$ cat config.mk
export PLATFORM = sky130hd
export DESIGN_NAME = cdly_top
export DESIGN_NICKNAME = d
export VERILOG_FILES = /design/src/rtl/cdly_pkg.sv /design/src/rtl/cdly_sync.sv /design/src/rtl/cdly_timer.sv /design/src/rtl/cdly_top.sv
export SDC_FILE = /design/constraint.sdc
export NUM_CORES = 1
export LEC_CHECK = 0
export ABC_CLOCK_PERIOD_IN_PS = 3020
export CORE_MARGIN = 3
export CORE_UTILIZATION = 55
export CTS_BUF_LIST = sky130_fd_sc_hd__clkbuf_8
export DETAILED_ROUTE_END_ITERATION = 10
export DONT_BUFFER_PORTS = 1
export PLACE_DENSITY = 0.67
export SLEW_MARGIN = 0
export SYNTH_ARGS = -nofsm -noshare
export SYNTH_HDL_FRONTEND = slang
export SYNTH_SLANG_ARGS = --single-unit
export TNS_END_PERCENT = 50
$ cat constraint.sdc
create_clock -name clk -period 3.02 [get_ports clk]
set_input_delay 0.151 -clock clk [delete_from_list [all_inputs] [get_ports clk]]
set_output_delay 0.151 -clock clk [all_outputs]
set_load 0.05 [all_outputs]
$ cat src/rtl/cdly_pkg.sv
package cdly_pkg;
  // Reload value of a timer: programmed delay minus the fixed front-end latency,
  // clamped so that any setting at or below the latency gives the minimum delay.
  function automatic int unsigned reload_of(int unsigned dly, int unsigned lat);
    return (dly > lat) ? (dly - lat) : 0;
  endfunction
endpackage

$ cat src/rtl/cdly_sync.sv
module cdly_sync #(
  parameter int STAGES = 2
) (
  input  logic clk,
  input  logic rst_n,
  input  logic async_in,
  output logic rise_ev,
  output logic fall_ev
);
  // sh[0..STAGES-1] synchroniser, sh[STAGES] previous synced value
  logic [STAGES:0] sh;

  always_ff @(posedge clk or negedge rst_n) begin
    if (!rst_n) sh <= '0;
    else        sh <= {sh[STAGES-1:0], async_in};
  end

  assign rise_ev =  sh[STAGES-1] & ~sh[STAGES];
  assign fall_ev = ~sh[STAGES-1] &  sh[STAGES];
endmodule

$ cat src/rtl/cdly_timer.sv
module cdly_timer #(
  parameter int CNT_W = 16
) (
  input  logic             clk,
  input  logic             rst_n,
  input  logic             start,
  input  logic [CNT_W-1:0] load_val,
  output logic             busy,
  output logic             fire,
  output logic             restart
);
  logic [CNT_W-1:0] cnt;

  assign fire    = busy && (cnt == '0);
  assign restart = start && busy && !fire;

  always_ff @(posedge clk or negedge rst_n) begin
    if (!rst_n) begin
      cnt  <= '0;
      busy <= 1'b0;
    end else if (start) begin
      cnt  <= load_val;
      busy <= 1'b1;
    end else if (fire) begin
      busy <= 1'b0;
    end else if (busy) begin
      cnt  <= cnt - 1'b1;
    end
  end
endmodule

$ cat src/rtl/cdly_top.sv
module cdly_top #(
  parameter int CNT_W       = 16,
  parameter int SYNC_STAGES = 2
) (
  input  logic             clk,
  input  logic             rst_n,
  input  logic             clk_in,
  input  logic [CNT_W-1:0] delay_cnt,
  output logic             clk_out,
  output logic             overrun
);
  import cdly_pkg::*;

  // synchroniser stages plus the edge-detect register
  localparam int LAT = SYNC_STAGES + 1;

  logic             rise_ev, fall_ev;
  logic [CNT_W-1:0] dly_q;
  logic [CNT_W-1:0] reload;
  logic [1:0]       start, busy, fire, restart;   // index 0: rising, 1: falling

  cdly_sync #(.STAGES(SYNC_STAGES)) u_sync (
    .clk     (clk),
    .rst_n   (rst_n),
    .async_in(clk_in),
    .rise_ev (rise_ev),
    .fall_ev (fall_ev)
  );

  // delay setting is taken only while nothing is in flight
  always_ff @(posedge clk or negedge rst_n) begin
    if (!rst_n)                     dly_q <= '0;
    else if (busy == 2'b00)         dly_q <= delay_cnt;
  end

  assign reload = CNT_W'(reload_of(int'(dly_q), LAT));
  assign start  = {fall_ev, rise_ev};

  for (genvar g = 0; g < 2; g++) begin : g_tmr
    cdly_timer #(.CNT_W(CNT_W)) u_tmr (
      .clk     (clk),
      .rst_n   (rst_n),
      .start   (start[g]),
      .load_val(reload),
      .busy    (busy[g]),
      .fire    (fire[g]),
      .restart (restart[g])
    );
  end

  always_ff @(posedge clk or negedge rst_n) begin
    if (!rst_n) begin
      clk_out <= 1'b0;
      overrun <= 1'b0;
    end else begin
      if (fire[1])      clk_out <= 1'b0;
      else if (fire[0]) clk_out <= 1'b1;
      if (|restart)     overrun <= 1'b1;
    end
  end
endmodule

==> impl_metrics.toml, run 1 <==
[synth]
netlist_area_um2 = 3130
syn_area_per_cell_um2 = 10.3
synth_async_sr_flop_share_pct = 100
synth-edff-count = 0
synth_seq_area_share_pct = 44.0
synthFlopType = "dfrtp_1"
synth.top_cell.area_share_pct = 44.0
yosys_warnings = 0
synth_nets = 328
synth-seq-cells = 55
yosys.area.top_type = "dfrtp_1"
synth.area.top_cells = "dfrtp_1 44%, mux2_2 6.1%, xnor2_1 3.9%"
synth_cell_types = 59
synth_cells = 304

[finish]
areaGrowthSynthToFinish_pct = 12.7
final_cell_mix = "55 x dfrtp_1, 25 x nand2_1, 23 x nor2_1, 18 x dlygate4sd3_1, 17 x mux2_2"
antenna_cells = 0
drive_gt1_share_pct = 13.7
fin_nets = 345
final_cells = 392
layout_commonest_cell = "dfrtp_1"

[sta]
fmax_ghz = 0.453
slew_headroom_pct = 44.4
fin_crit_ps = 2210
tightest_slew_ps = 822
fin_tns_setup_ps = 0
maxSlewViolCount = 0
setup_viol = 0
rsz0062_at_grt = "no"
hold_viol_final = 0
skew_ps = 4.04
fin_crit_sh_pct = 73.1
setup_ws_ps = 812

[grt]
grt_pass1_wl_um = 12000
antenna_found_initial = 0
grt_usage_pct = 23.9
overflow = 0
grt_pass1_vias = 2388
grt_max_degree = 56

[cts]
cts_resized = 0
clock_sinks = 55
cts_inserted_buffers = 5
worstSkewPairLatency_ps = 310
clock_path_buffers = 2
htreeDepth = 2
cts_tree = "built"
clkTransAtPathRegs_ps = 100
ctsHoldBuffers = 19
clockRootBuffer = "clkbuf_8"
cts_setup_buffers = 0

[worst_setup_path]
cp_cell_sequence = "inv_1 -> ha_1 -> or3b_1 -> nor4b_4 -> a211oi_1 -> a211oi_1 -> a21oi_1"
worstPathArrival_ps = 2400
critical_path_required_ps = 3210
crit_top_cell = "a211oi_1"
crit_buf_inv = 1
crit_path_end_kind = "flop"
critical-path-top-delay-family = "simple AND/OR/NAND/NOR gates"
slowest_delay_ps = 540
slowest_stage = "nor4b_4"
worstSetupPathType = "reg2reg"
critPathLaunchType = "flop"
crit_path_max_fanout = 10

[power]
ir_drop_mv = 0.381
power_density_nw_per_um2 = 674
internal_power_mw = 1.56
swShare_pct = 34.3
power.switching_uw = 816
share_comb_of_total_power_pct = 27.6
clockPowerShare_pct = 23.8
leakage_nw = 1.36
total_power_mw = 2.38
power_frac_seq_pct = 48.5

[worst_hold_path]
hp-class = "reg2reg"

[die]
fp.coreArea_um2 = 5300
die_y_um = 81.4
rows = 26
io_pins = 21
die_area_um2 = 6630
initial_core_util_pct = 59.0
die_w_um = 81.4

[place]
hpwlAfterDp_um = 4940
numPortBuffers = 0
gp_congestion = 0.888
dpl.cell_count = 365
preCtsSetupSlack_ps = 830

[drt]
drc = 0
wirelength_um = 7040
vias = 2425
drtIter0Drc = 197
avgViaCountPerCell = 6.19
dr.pass1.iters = 4
ant_nets = 0
wire_per_inst_um = 18.0

[job]
drv_cap = 0

[status]
status = "finished clean"
[worst register-to-register path: stages (launching register included)]
cell      delay (ps)
dfrtp_1          390
inv_1            120
ha_1             160
or3b_1           400
nor4b_4          540
a211oi_1         150
a211oi_1         260
a21oi_1           70
[per-stage QoR]
step,cell area [um2],hold WS [ps],utilization (%)
after global routing,3530,360,66.6
after global placement,3190,-143,60.1
final,3530,356,66.6
after floorplan,3130,-145,-
after detailed placement,3190,-143,60.1
after CTS,3530,359,66.6
[registers in the layout, indices dropped and copies added (netlist names)]
register          flops
dly_q                16
g_tmr.u_tmr.cnt      32
u_sync.sh             3
g_tmr.u_tmr.busy      2
clk_out               1
overrun               1
[power groups by stage]
stage               Clock (mW)  Sequential, mW  Combinational (mW)
global placement             0            1.16               0.598
detailed placement           0            1.16               0.611
CTS                      0.577            1.15               0.656
floorplan                    0            1.10               0.508
global route             0.611            1.19               0.738
finish                   0.568            1.15               0.658
[cells by family (layout without fill, tap and decap cells)]
kind of cell | count (synthesis) | in the layout | synth area share (%)
multiplexers | 29 | 29 | 9.95
AND/OR/NAND/NOR | 109 | 109 | 21.3
adder cells (fa/ha/maj) | 5 | 5 | 2.00
XOR/XNOR | 22 | 22 | 6.16
flip-flops | 55 | 55 | 44.0
AO/OA/AOI/OAI | 66 | 66 | 14.2
buffers and inverters | 18 | 36 | 2.36
[layer usage]
| layer | wire (um) | share of wire, % | track usage (%) | vias to the layer above |
|---|---|---|---|---|
| met5 | 0 | 0 | 0 | - |
| met4 | 144 | 2.0 | 7.94 | 0 |
| met3 | 254 | 3.6 | 3.95 | 12 |
| met2 | 3390 | 48 | 39.5 | 55 |
| met1 | 3250 | 46 | 31.9 | 1206 |
| li1 | - | - | - | 1152 |
[synth_stat cells, types with 6 or more instances]
cell type	n
nor2_1	23
xnor2_1	14
xor2_1	8
mux2_2	17
a21oi_1	15
nor4_1	8
nand2_1	25
nor3_1	8
o21ai_0	13
or3_1	7
dfrtp_1	55
mux2i_1	12
inv_1	6
a211oi_1	10
clkbuf_1	8
[area by class of cell]
cell class | count | area [um2]
clock buffers | 5 | 68.8
clock inverters | 3 | 63.8
fillers | 420 | 1770
inverters | 6 | 22.5
multi-input cells | 231 | 1680
flip-flops and latches | 55 | 1380
well taps | 70 | 87.6
repair buffers | 22 | 230
[worst paths after layout]
kind	startpoint	to	slack [ps]	cells after the start
worst max-delay path	g_tmr[0].u_tmr.cnt[0]	g_tmr[0].u_tmr.cnt[2]	810	7
worst min-delay path	u_sync.sh[0]	u_sync.sh[1]	360	0
worst max register to register	g_tmr[0].u_tmr.cnt[0]	g_tmr[0].u_tmr.cnt[2]	810	7
worst min register to register	u_sync.sh[0]	u_sync.sh[1]	360	0
max in group asynchronous	rst_n	dly_q[12]	2390	2
min in group asynchronous	rst_n	g_tmr[1].u_tmr.cnt[4]	390	2
Power figures use the tool's default switching activity.
==> run 2, diff against run 1 <==
--- a/config.mk
+++ b/config.mk
@@ -5,7 +5,7 @@
 export SDC_FILE = /design/constraint.sdc
 export NUM_CORES = 1
 export LEC_CHECK = 0
-export ABC_CLOCK_PERIOD_IN_PS = 3020
+export ABC_CLOCK_PERIOD_IN_PS = 2300
 export CORE_MARGIN = 3
 export CORE_UTILIZATION = 55
 export CTS_BUF_LIST = sky130_fd_sc_hd__clkbuf_8
==> constraint.sdc (replaced) <==
create_clock -name clk -period 2.3 [get_ports clk]
set_input_delay 0.115 -clock clk [delete_from_list [all_inputs] [get_ports clk]]
set_output_delay 0.115 -clock clk [all_outputs]
set_load 0.05 [all_outputs]
==> run 2 against run 1 <==
  * Largest power group unchanged
  * Core utilization is 0.31 points higher
  * Count of clock-buffer cells in the layout is the same
  * Sequential share of layout area down 0.18 points
  * Clock skew grew 0.73 ps
  * Largest cell class unchanged
  * Die area unchanged
  * Sequential cell count did not move
  * First-iteration DRC count rose by 15%
  * Highest routed layer unchanged
==> impl_metrics.toml, run 2 (synthesized netlist as in run 1, its figures left out) <==
[status]
status = "finished clean"

[place]
gp_congestion = 0.867
preCtsSetupSlack_ps = 137
numPortBuffers = 0
hpwlAfterDp_um = 5180

[cts]
htreeDepth = 2
cts_inserted_buffers = 5
cts_setup_buffers = 0
cts_tree = "built"
worstSkewPairLatency_ps = 320
clock_sinks = 55
clockRootBuffer = "clkbuf_8"
clkTransAtPathRegs_ps = 100
clock_path_buffers = 2

[finish]
areaGrowthSynthToFinish_pct = 13.3
layout_commonest_cell = "dfrtp_1"
largestRegisters = "g_tmr.u_tmr.cnt x32, dly_q x16, u_sync.sh x3"
multi_input_area_um2 = 1690
final_util_pct = 66.9
seq_area_um2 = 1380
largest_reg_flops = 32
fin_nets = 352
final_cell_mix = "55 x dfrtp_1, 25 x nand2_1, 23 x nor2_1, 18 x dlygate4sd3_1, 17 x mux2_2"
nFillCells = 417
antenna_cells = 0
regMostFlops = "g_tmr.u_tmr.cnt"
drive_gt1_share_pct = 16.1

[drt]
drtIter0Drc = 226
vias = 2418
wirelength_um = 7020
drc = 0
wire_per_inst_um = 17.6
avgViaCountPerCell = 6.06
ant_nets = 0
dr.pass1.iters = 4

[sta]
slew_headroom_pct = 57.0
fin_crit_sh_pct = 94.7
tightest_slew_ps = 645
holdWs_ps = 305
fin_tns_setup_ps = 0
setup_ws_ps = 122
fin_crit_ps = 2180
fmax_ghz = 0.459
skew_ps = 4.77
setup_viol = 0
rsz0062_at_grt = "no"
maxSlewViolCount = 0
hold_viol_final = 0

[power]
share_comb_of_total_power_pct = 30.1
power_density_nw_per_um2 = 837
total_power_mw = 2.97
power_frac_seq_pct = 51.1
internal_power_mw = 1.87
leakage_nw = 1.37
clockPowerShare_pct = 18.8
swShare_pct = 36.9
ir_drop_mv = 0.495
power.switching_mw = 1.09

[job]
drv_cap = 0

[worst_setup_path]
critical_path_required_ps = 2480
slowest_delay_ps = 720
r2r_slack_ps = 120
cp_cell_sequence = "or4_1 -> or2_1 -> nor2_1 -> mux2i_1 -> mux2i_1"
crit_path_max_fanout = 6
crit_top_cell = "mux2i_1"
r2r_start = "dly_q[10]"
worstPathArrival_ps = 2360
critPathLaunchType = "flop"
r2r_cells = 5
regToRegEndpoint = "g_tmr[0].u_tmr.cnt[13]"
crit_path_end_kind = "flop"
crit_buf_inv = 0
critical-path-top-delay-family = "simple AND/OR/NAND/NOR gates"
worstSetupPathType = "reg2reg"
slowest_stage = "or4_1"

[grt]
overflow = 0
antenna_found_initial = 0
grt_max_degree = 56
grt_pass1_vias = 2487
grt_pass1_wl_um = 12000
grt_usage_pct = 24.0

[die]
io_pins = 21
die_w_um = 81.4
die_y_um = 81.4
rows = 26
die_area_um2 = 6630
fp.coreArea_um2 = 5300
initial_core_util_pct = 59.0

[worst_hold_path]
hp-class = "in2async"
## run 2: changes by cell type in the layout (fill, tap and decap cells not counted), sizes merged
cell,before,now
inv,7,8
clkinv,0,1
bufinv,2,0
buf,4,11
## run 2: what timing repair did
| item | 4_1_cts | 5_1_grt |
|---|---|---|
| hold buffers | 19 | 0 |
| resized for setup | 0 | 1 |
| endpoints found under the hold margin | 72 | 0 |
| setup endpoints to repair | 0 | 1 |
## run 2: layout make-up
class                      count  share of cell area [%]
tap                           70                    2.47
clock buffer                   5                    1.94
timing repair buffer          29                    7.97
inverter                       6                   0.635
clock inverter                 3                   0.635
multi-input combinational    231                    47.5
sequential                    55                    38.8
## run 2: worst register-to-register path, delay by kind of cell (launching register included)
kind | cells | cell delay, ps
mux | 2 | 480
simple gates | 3 | 1140
flops | 1 | 430
## run 2: worst max-delay path by stage
stage	cells after the start	slack [ps]	end	start
2_1_floorplan	7	360	g_tmr[0].u_tmr.cnt[3]	g_tmr[0].u_tmr.cnt[0]
5_1_grt	5	20	g_tmr[0].u_tmr.cnt[13]	dly_q[10]
4_1_cts	5	120	g_tmr[0].u_tmr.cnt[13]	dly_q[10]
6_report	5	120	g_tmr[0].u_tmr.cnt[13]	dly_q[10]
3_5_place_dp	5	140	g_tmr[0].u_tmr.cnt[13]	dly_q[10]
3_3_place_gp	5	190	g_tmr[0].u_tmr.cnt[13]	dly_q[10]
## run 2: power groups by stage
stage | Clock, mW | Sequential (mW) | Combinational (mW)
2_1_floorplan | 0 | 1.44 | 0.667
5_1_grt | 0.610 | 1.56 | 1.00
3_5_place_dp | 0 | 1.53 | 0.835
3_3_place_gp | 0 | 1.52 | 0.824
4_1_cts | 0.570 | 1.51 | 0.889
6_report | 0.559 | 1.52 | 0.893
## run 2: per-layer routing
| layer | up-vias | track usage (%) | part of all wire, % |
|---|---|---|---|
| met1 | 1173 | 31.2 | 44 |
| met5 | - | 0 | 0 |
| met4 | 0 | 8.95 | 2.3 |
| li1 | 1167 | - | - |
| met2 | 62 | 40.3 | 49 |
| met3 | 16 | 4.06 | 4.4 |
## run 2: stage by stage
stage,cells,cell area (um2)
finish,399,3550
detailed placement,372,3240
floorplan,304,3130
global placement,372,3240
global route,399,3550
CTS,399,3540
==> run 3, diff against run 2 <==
--- a/config.mk
+++ b/config.mk
@@ -6,6 +6,7 @@
 export NUM_CORES = 1
 export LEC_CHECK = 0
 export ABC_CLOCK_PERIOD_IN_PS = 2300
+export CORE_ASPECT_RATIO = 0.6
 export CORE_MARGIN = 3
 export CORE_UTILIZATION = 55
 export CTS_BUF_LIST = sky130_fd_sc_hd__clkbuf_8
==> run 3 against run 2 <==
  * Via count increased by 0.21%
  * Non-clock buffer count up 2
  * Wire length increased by 4.8%
  * Final area grew 1.4%
  * Clock skew grew 3.2 ps
  * Sequential cell count unchanged
  * Sequential power about the same
  * Critical path type unchanged
==> impl_metrics.toml, run 3 (synthesized netlist as in run 1, its figures left out) <==
[status]
status = "finished clean"

[job]
drv_cap = 0

[cts]
clkTransAtPathRegs_ps = 100
worstSkewPairLatency_ps = 310
htreeDepth = 2
clock_sinks = 55
clockRootBuffer = "clkbuf_8"
clock_path_buffers = 2
cts_tree = "built"
cts_inserted_buffers = 5
cts_setup_buffers = 0

[finish]
antenna_cells = 0
drive_gt1_share_pct = 16.6
areaGrowthSynthToFinish_pct = 14.9
layout_commonest_cell = "dfrtp_1"
largestRegisters = "g_tmr.u_tmr.cnt x32, dly_q x16, u_sync.sh x3"
final_cell_mix = "55 x dfrtp_1, 25 x nand2_1, 23 x nor2_1, 18 x dlygate4sd3_1, 17 x mux2_2"
nFillCells = 415
seq_area_um2 = 1380
fin_nets = 354
multi_input_area_um2 = 1690
largest_reg_flops = 32
regMostFlops = "g_tmr.u_tmr.cnt"

[drt]
ant_nets = 0
drc = 0
wire_per_inst_um = 18.0
wirelength_um = 7350
vias = 2423
avgViaCountPerCell = 5.94
drtIter0Drc = 111
dr.pass1.iters = 4

[worst_setup_path]
slowest_delay_ps = 450
critical-path-top-delay-family = "simple AND/OR/NAND/NOR gates"
crit_top_cell = "mux2i_1"
slowest_stage = "dfrtp_1"
crit_path_end_kind = "flop"
cp_cell_sequence = "ha_1 -> or3_1 -> or2_1 -> nor3_2 -> mux2i_1 -> mux2i_1"
worstSetupPathType = "reg2reg"
r2r_cells = 6
regToRegEndpoint = "g_tmr[0].u_tmr.cnt[14]"
crit_buf_inv = 0
r2r_start = "dly_q[0]"
r2r_slack_ps = 140
worstPathArrival_ps = 2330
crit_path_max_fanout = 6
critPathLaunchType = "flop"
critical_path_required_ps = 2470

[sta]
setup_viol = 0
fmax_ghz = 0.463
hold_viol_final = 0
tightest_slew_ps = 720
fin_crit_sh_pct = 93.8
slew_headroom_pct = 52.0
maxSlewViolCount = 0
fin_crit_ps = 2160
fin_tns_setup_ps = 0
skew_ps = 7.96
rsz0062_at_grt = "no"

[grt]
overflow = 0
grt_max_degree = 56
grt_pass1_wl_um = 12000
grt_usage_pct = 23.7
grt_pass1_vias = 2310
antenna_found_initial = 0

[power]
total_power_mw = 3.11
leakage_nw = 1.40
power_density_nw_per_um2 = 864
ir_drop_mv = 0.397

[worst_hold_path]
hp-class = "in2async"

[die]
rows = 20
die_w_um = 103
die_y_um = 64.4
initial_core_util_pct = 59.3
fp.coreArea_um2 = 5280
die_area_um2 = 6660
io_pins = 21

[place]
hpwlAfterDp_um = 5330
numPortBuffers = 0
gp_congestion = 0.835
## run 3: changes by cell type in the layout (fill, tap and decap cells not counted), sizes merged
cell / before / now
bufinv: 0 / 1
buf: 11 / 13
inv: 8 / 6
clkbuf: 5 / 6
## run 3: final cells by class
type / count / share of cell area, %
clock buffers: 6 / 2.30
inverters: 6 / 0.626
repair buffers: 31 / 8.28
well taps: 77 / 2.68
clock inverters: 2 / 0.974
flip-flops and latches: 55 / 38.3
multi-input cells: 231 / 46.9
## run 3: worst max path at each step
stage,from,to,cells after the start
floorplan,g_tmr[0].u_tmr.cnt[0],g_tmr[0].u_tmr.cnt[3],7
global placement,g_tmr[0].u_tmr.cnt[0],g_tmr[0].u_tmr.cnt[3],8
detailed placement,dly_q[0],g_tmr[0].u_tmr.cnt[14],6
CTS,g_tmr[0].u_tmr.cnt[0],g_tmr[0].u_tmr.cnt[3],8
global route,g_tmr[0].u_tmr.cnt[0],g_tmr[0].u_tmr.cnt[10],7
finish,dly_q[0],g_tmr[0].u_tmr.cnt[14],6
## run 3: per-stage QoR
stage	instances	utilization [%]	setup WS (ps)	instance area, um2	hold slack, ps
5_1_grt	408	68.1	36.8	3600	329
2_1_floorplan	304	-	361	3130	-181
3_3_place_gp	381	61.8	162	3270	-179
4_1_cts	408	68.0	131	3590	317
3_5_place_dp	381	61.8	164	3270	-179
6_report	408	68.1	142	3600	306
## run 3: metal layers
layer	GRT usage, %	wire length, um
met5	0	0
met4	5.65	83
met1	37.7	3890
met2	32.8	2990
met3	4.73	387
## run 3: power breakdown
part | total, mW | leakage (nW) | switching, mW | internal [mW]
clock network | 0.678 | 0.0612 | 0.325 | 0.353
logic | 0.911 | 0.700 | 0.454 | 0.457
registers | 1.52 | 0.635 | 0.313 | 1.21
## run 3: timing repair
action	4_1_cts	5_1_grt
hold buffers	19	0
resized for setup	0	1
setup endpoints to repair	0	1
hold endpoints to repair	72	0
